## config.mk

```make
export PLATFORM = sky130hd
export DESIGN_NAME = mii_crs_col_gen
export DESIGN_NICKNAME = d
export VERILOG_FILES = /design/src/rtl/mii_sig_pkg.sv /design/src/rtl/sqe_heartbeat_fsm.sv /design/src/rtl/crs_col_out.sv /design/src/rtl/mii_crs_col_gen.sv
export SDC_FILE = /design/constraint.sdc
export NUM_CORES = 1
export LEC_CHECK = 0
export ABC_AREA = 1
export BUFFER_PORTS_ARGS = -buffer_cell sky130_fd_sc_hd__buf_4
export CORE_MARGIN = 1.5
export CORE_UTILIZATION = 39
export DETAILED_ROUTE_END_ITERATION = 10
export HOLD_SLACK_MARGIN = 0.1
export SETUP_SLACK_MARGIN = 0.1
export SLEW_MARGIN = 0
export SYNTH_ARGS = -nofsm -noshare
export SYNTH_HDL_FRONTEND = slang
export SYNTH_SLANG_ARGS = --single-unit
```

## constraint.sdc

```tcl
create_clock -name clk -period 2.6 [get_ports clk]
set_clock_uncertainty 0.15 [all_clocks]
set_input_delay 0.39 -clock clk [delete_from_list [all_inputs] [get_ports clk]]
set_output_delay 0.39 -clock clk [all_outputs]
set_load 0.1 [all_outputs]
```

## src/rtl/mii_sig_pkg.sv

```systemverilog
package mii_sig_pkg;

    typedef enum logic [1:0] {
        HB_IDLE  = 2'd0,
        HB_TXON  = 2'd1,
        HB_PULSE = 2'd2
    } hb_state_t;

endpackage

```

## src/rtl/sqe_heartbeat_fsm.sv

```systemverilog
module sqe_heartbeat_fsm
    import mii_sig_pkg::*;
#(
    parameter int HB_CYCLES = 25
) (
    input  logic clk,
    input  logic rst,
    input  logic tx_en,
    input  logic full_dup,
    input  logic speed_100,
    input  logic hb_en,
    output logic hb_pulse
);

    localparam int CW = (HB_CYCLES > 1) ? $clog2(HB_CYCLES) : 1;
    localparam logic [CW-1:0] CNT_LAST = CW'(HB_CYCLES - 1);

    hb_state_t    state_q, state_d;
    logic [CW-1:0] cnt_q, cnt_d;
    logic         fd_q, sp_q;
    logic         hb_mode, mode_chg;

    assign hb_mode  = !full_dup && !speed_100 && hb_en;
    assign mode_chg = (full_dup != fd_q) || (speed_100 != sp_q);

    // next-state logic
    always_comb begin
        state_d = state_q;
        cnt_d   = cnt_q;
        if (!hb_mode || mode_chg) begin
            state_d = HB_IDLE;
            cnt_d   = '0;
        end else begin
            unique case (state_q)
                HB_IDLE: begin
                    if (tx_en) state_d = HB_TXON;
                end
                HB_TXON: begin
                    if (!tx_en) begin
                        state_d = HB_PULSE;
                        cnt_d   = '0;
                    end
                end
                HB_PULSE: begin
                    if (tx_en) begin
                        state_d = HB_TXON;
                        cnt_d   = '0;
                    end else if (cnt_q == CNT_LAST) begin
                        state_d = HB_IDLE;
                        cnt_d   = '0;
                    end else begin
                        cnt_d = cnt_q + 1'b1;
                    end
                end
                default: begin
                    state_d = HB_IDLE;
                    cnt_d   = '0;
                end
            endcase
        end
    end

    // state register
    always_ff @(posedge clk) begin
        if (rst) begin
            state_q <= HB_IDLE;
            cnt_q   <= '0;
            fd_q    <= 1'b0;
            sp_q    <= 1'b0;
        end else begin
            state_q <= state_d;
            cnt_q   <= cnt_d;
            fd_q    <= full_dup;
            sp_q    <= speed_100;
        end
    end

    // outputs
    always_comb begin
        hb_pulse = (state_q == HB_PULSE);
    end

    assert_pulse_bounded_R6: assert property (@(posedge clk) disable iff (rst)
        (state_q == HB_PULSE) |-> (cnt_q <= CNT_LAST));

    assert_pulse_mode_only_R7: assert property (@(posedge clk) disable iff (rst)
        (!$past(rst) && state_q == HB_PULSE) |-> $past(hb_mode));

    assert_cancel_on_tx_R8: assert property (@(posedge clk) disable iff (rst)
        (!$past(rst) && $past(state_q == HB_PULSE) && $past(tx_en)) |-> (state_q != HB_PULSE));

    assert_mode_change_clears_R9: assert property (@(posedge clk) disable iff (rst)
        (!$past(rst) && $past(mode_chg)) |-> (state_q == HB_IDLE));

endmodule

```

## src/rtl/crs_col_out.sv

```systemverilog
module crs_col_out (
    input  logic clk,
    input  logic rst,
    input  logic tx_en,
    input  logic tx_err,
    input  logic rx_active,
    input  logic full_dup,
    input  logic speed_100,
    input  logic hb_pulse,
    output logic crs,
    output logic col,
    output logic halt_sub
);

    logic crs_d, col_d, halt_d;

    always_comb begin
        crs_d  = full_dup ? rx_active : (tx_en | rx_active);
        col_d  = full_dup ? 1'b0 : ((tx_en & rx_active) | hb_pulse);
        halt_d = speed_100 & tx_err & tx_en;
    end

    always_ff @(posedge clk) begin
        if (rst) begin
            crs      <= 1'b0;
            col      <= 1'b0;
            halt_sub <= 1'b0;
        end else begin
            crs      <= crs_d;
            col      <= col_d;
            halt_sub <= halt_d;
        end
    end

    assert_reset_quiet_R1: assert property (@(posedge clk)
        $past(rst) |-> (!crs && !col && !halt_sub));

    assert_hd_crs_R2: assert property (@(posedge clk) disable iff (rst)
        (!$past(rst) && !$past(full_dup)) |-> (crs == $past(tx_en | rx_active)));

    assert_fd_crs_R3: assert property (@(posedge clk) disable iff (rst)
        (!$past(rst) && $past(full_dup)) |-> (crs == $past(rx_active)));

    assert_hd_col_R4: assert property (@(posedge clk) disable iff (rst)
        (!$past(rst) && !$past(full_dup) && $past(tx_en && rx_active)) |-> col);

    assert_fd_col_low_R5: assert property (@(posedge clk) disable iff (rst)
        $past(full_dup) |-> !col);

    assert_halt_10m_R10: assert property (@(posedge clk) disable iff (rst)
        (!$past(rst) && !$past(speed_100)) |-> !halt_sub);

endmodule

```

## src/rtl/mii_crs_col_gen.sv

```systemverilog
module mii_crs_col_gen #(
    parameter int HB_CYCLES = 25
) (
    input  logic clk,
    input  logic rst,
    input  logic tx_en,
    input  logic tx_err,
    input  logic rx_active,
    input  logic full_dup,
    input  logic speed_100,
    input  logic hb_en,
    output logic crs,
    output logic col,
    output logic halt_sub
);

    logic hb_pulse;

    sqe_heartbeat_fsm #(.HB_CYCLES(HB_CYCLES)) u_hb (
        .clk       (clk),
        .rst       (rst),
        .tx_en     (tx_en),
        .full_dup  (full_dup),
        .speed_100 (speed_100),
        .hb_en     (hb_en),
        .hb_pulse  (hb_pulse)
    );

    crs_col_out u_out (
        .clk       (clk),
        .rst       (rst),
        .tx_en     (tx_en),
        .tx_err    (tx_err),
        .rx_active (rx_active),
        .full_dup  (full_dup),
        .speed_100 (speed_100),
        .hb_pulse  (hb_pulse),
        .crs       (crs),
        .col       (col),
        .halt_sub  (halt_sub)
    );

endmodule

```

# == Word-level counts from Yosys, hierarchy flattened ==
# Cells that the tools add are included.
# totals
rom_bits,0
output_inout_bits,3
ram_bits,0
latchBits,0
elab_cells,44
in_bits,8
n_memories,0
register_bits,12
# classes
bitwise_logic,6
n_div,0
eq_ne,8
order_cmp,0
addsub,1
mux,10
shift,0
multipliers,0
reduce_logical,12
# op_table
operator,count
5-bit 2-to-1 mux,3
5-bit one-hot mux with 3 select lines,1
2-bit 2-to-1 mux,4
2-bit one-hot mux with 3 select lines,1
"5-bit by 1-bit adder with 5-bit output, second input constant",1
"5-bit equality test, second input constant",1
"2-bit inequality test, second input constant",2
2-bit OR reduction,2
1-bit bitwise AND,3
1-bit logical NOT,3
"3-bit inequality test, second input constant",1
3-bit AND reduction,1
"2-bit by 1-bit equality test with 1-bit output, second input constant",1
"2-bit equality test, second input constant",1
1-bit logical AND,2
2-bit logical NOT,1
1-bit logical OR,2
1-bit inequality test,2
1-bit OR,2
2-bit AND reduction,1
1-bit 2-to-1 mux,1
1-bit NOT,1

# == Logic depth before layout (Yosys ltp) ==
# logic_depth
ltp_word,6
depth_mapped,7
mapped_depth_nobuf,7

# == Hierarchy ==
# Synthesis repeated with hierarchy kept, for this count alone.
# hier_totals
hier_cells,85
hier_area_um2,576.8
# by_module_without_submodules
mod,area_per_inst_um2,seq_area_each_um2,n_inst,cells_per_inst
sqe_heartbeat_fsm,467.9,180.2,1,70
crs_col_out,108.9,60.1,1,15

# == Worst setup path before layout ==
# No wires, ideal clock.
# synth_timing
kind,reg2out
start,reg u_out.col
end,out col
required_ns,2.060
t_arrival_ns,0.909
stages_incl_launch_ff,1
n_path_buf,0
slack_ns,1.151
path_cell_list,dfxtp_1
# synth_lines
item,line_no,source
from (decl),crs_col_out.sv:11,"output logic col,"
from (signal assigned),crs_col_out.sv:30,col <= col_d;
to (decl),mii_crs_col_gen.sv:13,"output logic col,"
# No word-level cell between the ends.

# == Worst setup path after layout ==
# layout_timing
start,reg u_out.halt_sub
end,out halt_sub
# layout_lines
item,line_no,source
from (decl),crs_col_out.sv:12,output logic halt_sub
from (signal assigned),crs_col_out.sv:31,halt_sub <= halt_d;
to (decl),mii_crs_col_gen.sv:14,output logic halt_sub
# No word-level cell between the ends.

==> parameters.txt <==
Parameter                              Value

Status
  Result of the run    complete, no violations

Global route
  First-pass GRT wire length    1860 um
  Number of global-route vias before repair    roughly 470
  Antenna violations before repair    0
  GRT Overall Usage    between 10% and 20%
  Pin count of the biggest net entering global routing    8
  Grt total ovfl    0

Floorplanning
  Core footprint    roughly 0.0013 sq mm
  Die outline area    about 0.0016 sq mm
  DIE WIDTH    40.2 um
  Starting density of the core    about two fifths
  Boundary Pins    11
  Number of placement rows    13
  Chip Height    about 40 um

Synth
  Asr flop ratio synth    0%
  Synthesis Warnings    0
  Mux cell area share after synthesis    0%
  Compound-gate portion of the synthesized area    11.6%
  Post-synthesis area per instance    between 7 and 8 sq um
  Top cell types by occurrence after synthesis    nand2_1, dfxtp_1, nor2_1
  Count leader, synth    nand2_1
  Post-Syn Area    ~540 sq um
  Yosys top cell area share    around 45%
  Portion of the post-synthesis area used by sequential elements    44.5%
  Synthesized Nets    82
  Synth area leaders    dfxtp_1, nand2_1, nor2_1
  Synth Flop Type    dfxtp_1
  Cell type with the largest total area after synthesis    dfxtp_1
  Post-synth EDFFs    0
  Adder-Cell Fraction of Synth Area    4.64%
  Number of distinct library cells after synthesis    18
  Share of synthesized cell area in and, or, nand and nor gates    a little under a third
  Combinational family with the most area after synthesis    simple AND/OR/NAND/NOR gates
  Flops & latches, synth    12
  Mapped Cells    between 70 and 80
  Post-synthesis share of cell area spent on xor and xnor gates    0%

Drt
  Final routed wirelength across all metal layers    around 1100 um
  First-pass iteration count of the detailed router    4
  1st-iter DRT viols    16
  Vias per Instance    slightly below 5
  Wire length per cell after detailed routing    10.8 um
  Number of vias in the routed layout    around 500
  Post-route ant nets    0
  Number of remaining DRC errors    0

Pwr
  Part of the total power dissipated in combinational logic    under 10%
  Power spent charging and discharging nets    roughly 0.09 mW
  Power per cell area    563 mW/mm^2
  Total power    0.377 mW
  Sw Share    approximately 24%
  Lkg Pwr    between 0.2 and 0.3 nW
  VDD IR-drop max    approximately 250 uV
  Clock power share    40.5%
  Part of the power in registers    between 40 and 50%
  Pint    between 0.2 and 0.3 mW

Finish
  Share of cells above drive strength 1    25.6%
  Fin area    approximately 670 sq um
  Core Util, Final    51.4%
  Nets    97
  Fill cell count    140
  Layout overhead on the synthesized area    24.1%
  Number of non-filler instances in the completed layout    ~100
  Number of diodes    0

CTS
  Clock slew at reported path FFs    0.08 ns
  # hold bufs at CTS    0
  PostCTS Resize Cnt    0
  Inserted Clock Buffers    3
  Clock tree from TritonCTS    yes
  Post-CTS setup-driven buffer insertion count    0
  H-tree levels    1
  Clk root buf    clkbuf_4
  Clock latency of the later-clocked register in the worst-skew pair    0.28 ns
  Number of clock sinks seen by CTS    12
  Maximum root-to-sink buffer count    2

Placed design
  Worst setup slack before clock tree synthesis    ~1.2 ns
  Count of port buffers added during placement    10
  Cell area after placement    around 630 sq um
  Instance count after placement with tap cells included    slightly below 100
  Final estimated routing congestion in global placement    about 0.8
  Detailed placement HPWL    around 800 um

Critical path
  Critical Path, Cell by Cell    buf_4
  CP max-delay cell    dfxtp_1
  Worst EP arrival    between 0.8 and 0.9 ns
  Endpoint type of the worst setup path    primary output
  Startpoint-to-endpoint class of the critical path    reg -> out
  Delay of the slowest cell on the worst path    0.32 ns
  Required time of the worst setup path    roughly 2 ns
  Worst Path Max Fanout    1
  Cell family with the largest share of critical-path delay    flip-flops
  Worst setup SP type    register
  Buffering stage count on the worst path with inverters included    1

Timing
  Period Utilization, post-route    54.9%
  Unrepaired setup endpoints after global routing    no
  Final setup vio count    0
  Hold slack final    0.135 ns
  Worst slew slack as a fraction of its limit    between 80% and 90%
  Least-Margin Pin Slew    0.279 ns
  Final critical path time including I/O delays and setup    1.43 ns
  Fmax    roughly 700 MHz
  Crit path setup slack, layout    roughly 1.2 ns
  Final hold violation count    0
  Setup TNS    0 ns
  Max-slew violation count    0

Run
  Max-capacitance violation count    0

Worst hold path
  Path class of the lowest-slack min-delay path    in -> reg
[layer usage]
layer  share of wire [%]  wire length (um)  GRT usage [%]
met1                  44               483           21.3
met2                  48               524           28.6
met3                 4.8                52           3.89
met5                   0                 0              0
met4                 2.9                32           10.8
[cell usage in the layout, fill, tap and decap left out]
master,netlist,routed
a211oi_1,1,1
a21oi_1,5,5
a21oi_2,2,2
and3_2,1,1
buf_4,0,10
clkbuf_4,0,3
clkbuf_8,0,1
dfxtp_1,12,12
ha_1,2,2
inv_1,9,9
inv_2,2,2
nand2_1,14,14
nand3_1,3,3
nand3_2,1,1
nand4_1,2,2
nor2_1,12,12
nor2_4,1,1
nor3_1,2,2
o21ai_0,1,1
o21bai_1,1,1
or2_2,1,1
[power groups by stage]
stage | Combinational [mW] | Sequential [mW] | Clock [mW]
floorplan | 0.00714 | 0.206 | 0
global placement | 0.0358 | 0.193 | 0
detailed placement | 0.0358 | 0.193 | 0
CTS | 0.0361 | 0.188 | 0.153
global route | 0.0385 | 0.189 | 0.160
finish | 0.0359 | 0.188 | 0.153
[layout make-up]
cell class	instances	area (sq um)	share of cell area, %
multi-input combinational	49	258	38.5
inverter	11	41.3	6.17
timing repair buffer	10	75.1	11.2
tap	15	18.8	2.80
clock buffer	4	36.3	5.42
sequential	12	240	35.9
[kinds of logic (layout without fill, tap and decap cells)]
logic type,after synthesis,in the layout
simple gates,37,37
flops,12,12
buf+inv,11,25
compound gates,10,10
fa+ha+maj,2,2
[state kept, by name (all words and copies together) (netlist names)]
| register | cells |
|---|---|
| u_out.crs | 1 |
| u_hb.state_q | 2 |
| u_out.col | 1 |
| u_hb.cnt_q | 5 |
| u_hb.sp_q | 1 |
| u_out.halt_sub | 1 |
| u_hb.fd_q | 1 |
[final timing paths]
kind	start	depth (start not counted)	end	slack, ns
min	full_dup	2	u_out.col	0.13
max	u_out.halt_sub	1	halt_sub	1.17
max reg2reg	u_hb.cnt_q[0]	7	u_hb.cnt_q[2]	1.26
min reg2reg	u_hb.cnt_q[4]	2	u_hb.cnt_q[4]	0.35
No activity file was read; power rests on OpenSTA's default activity.
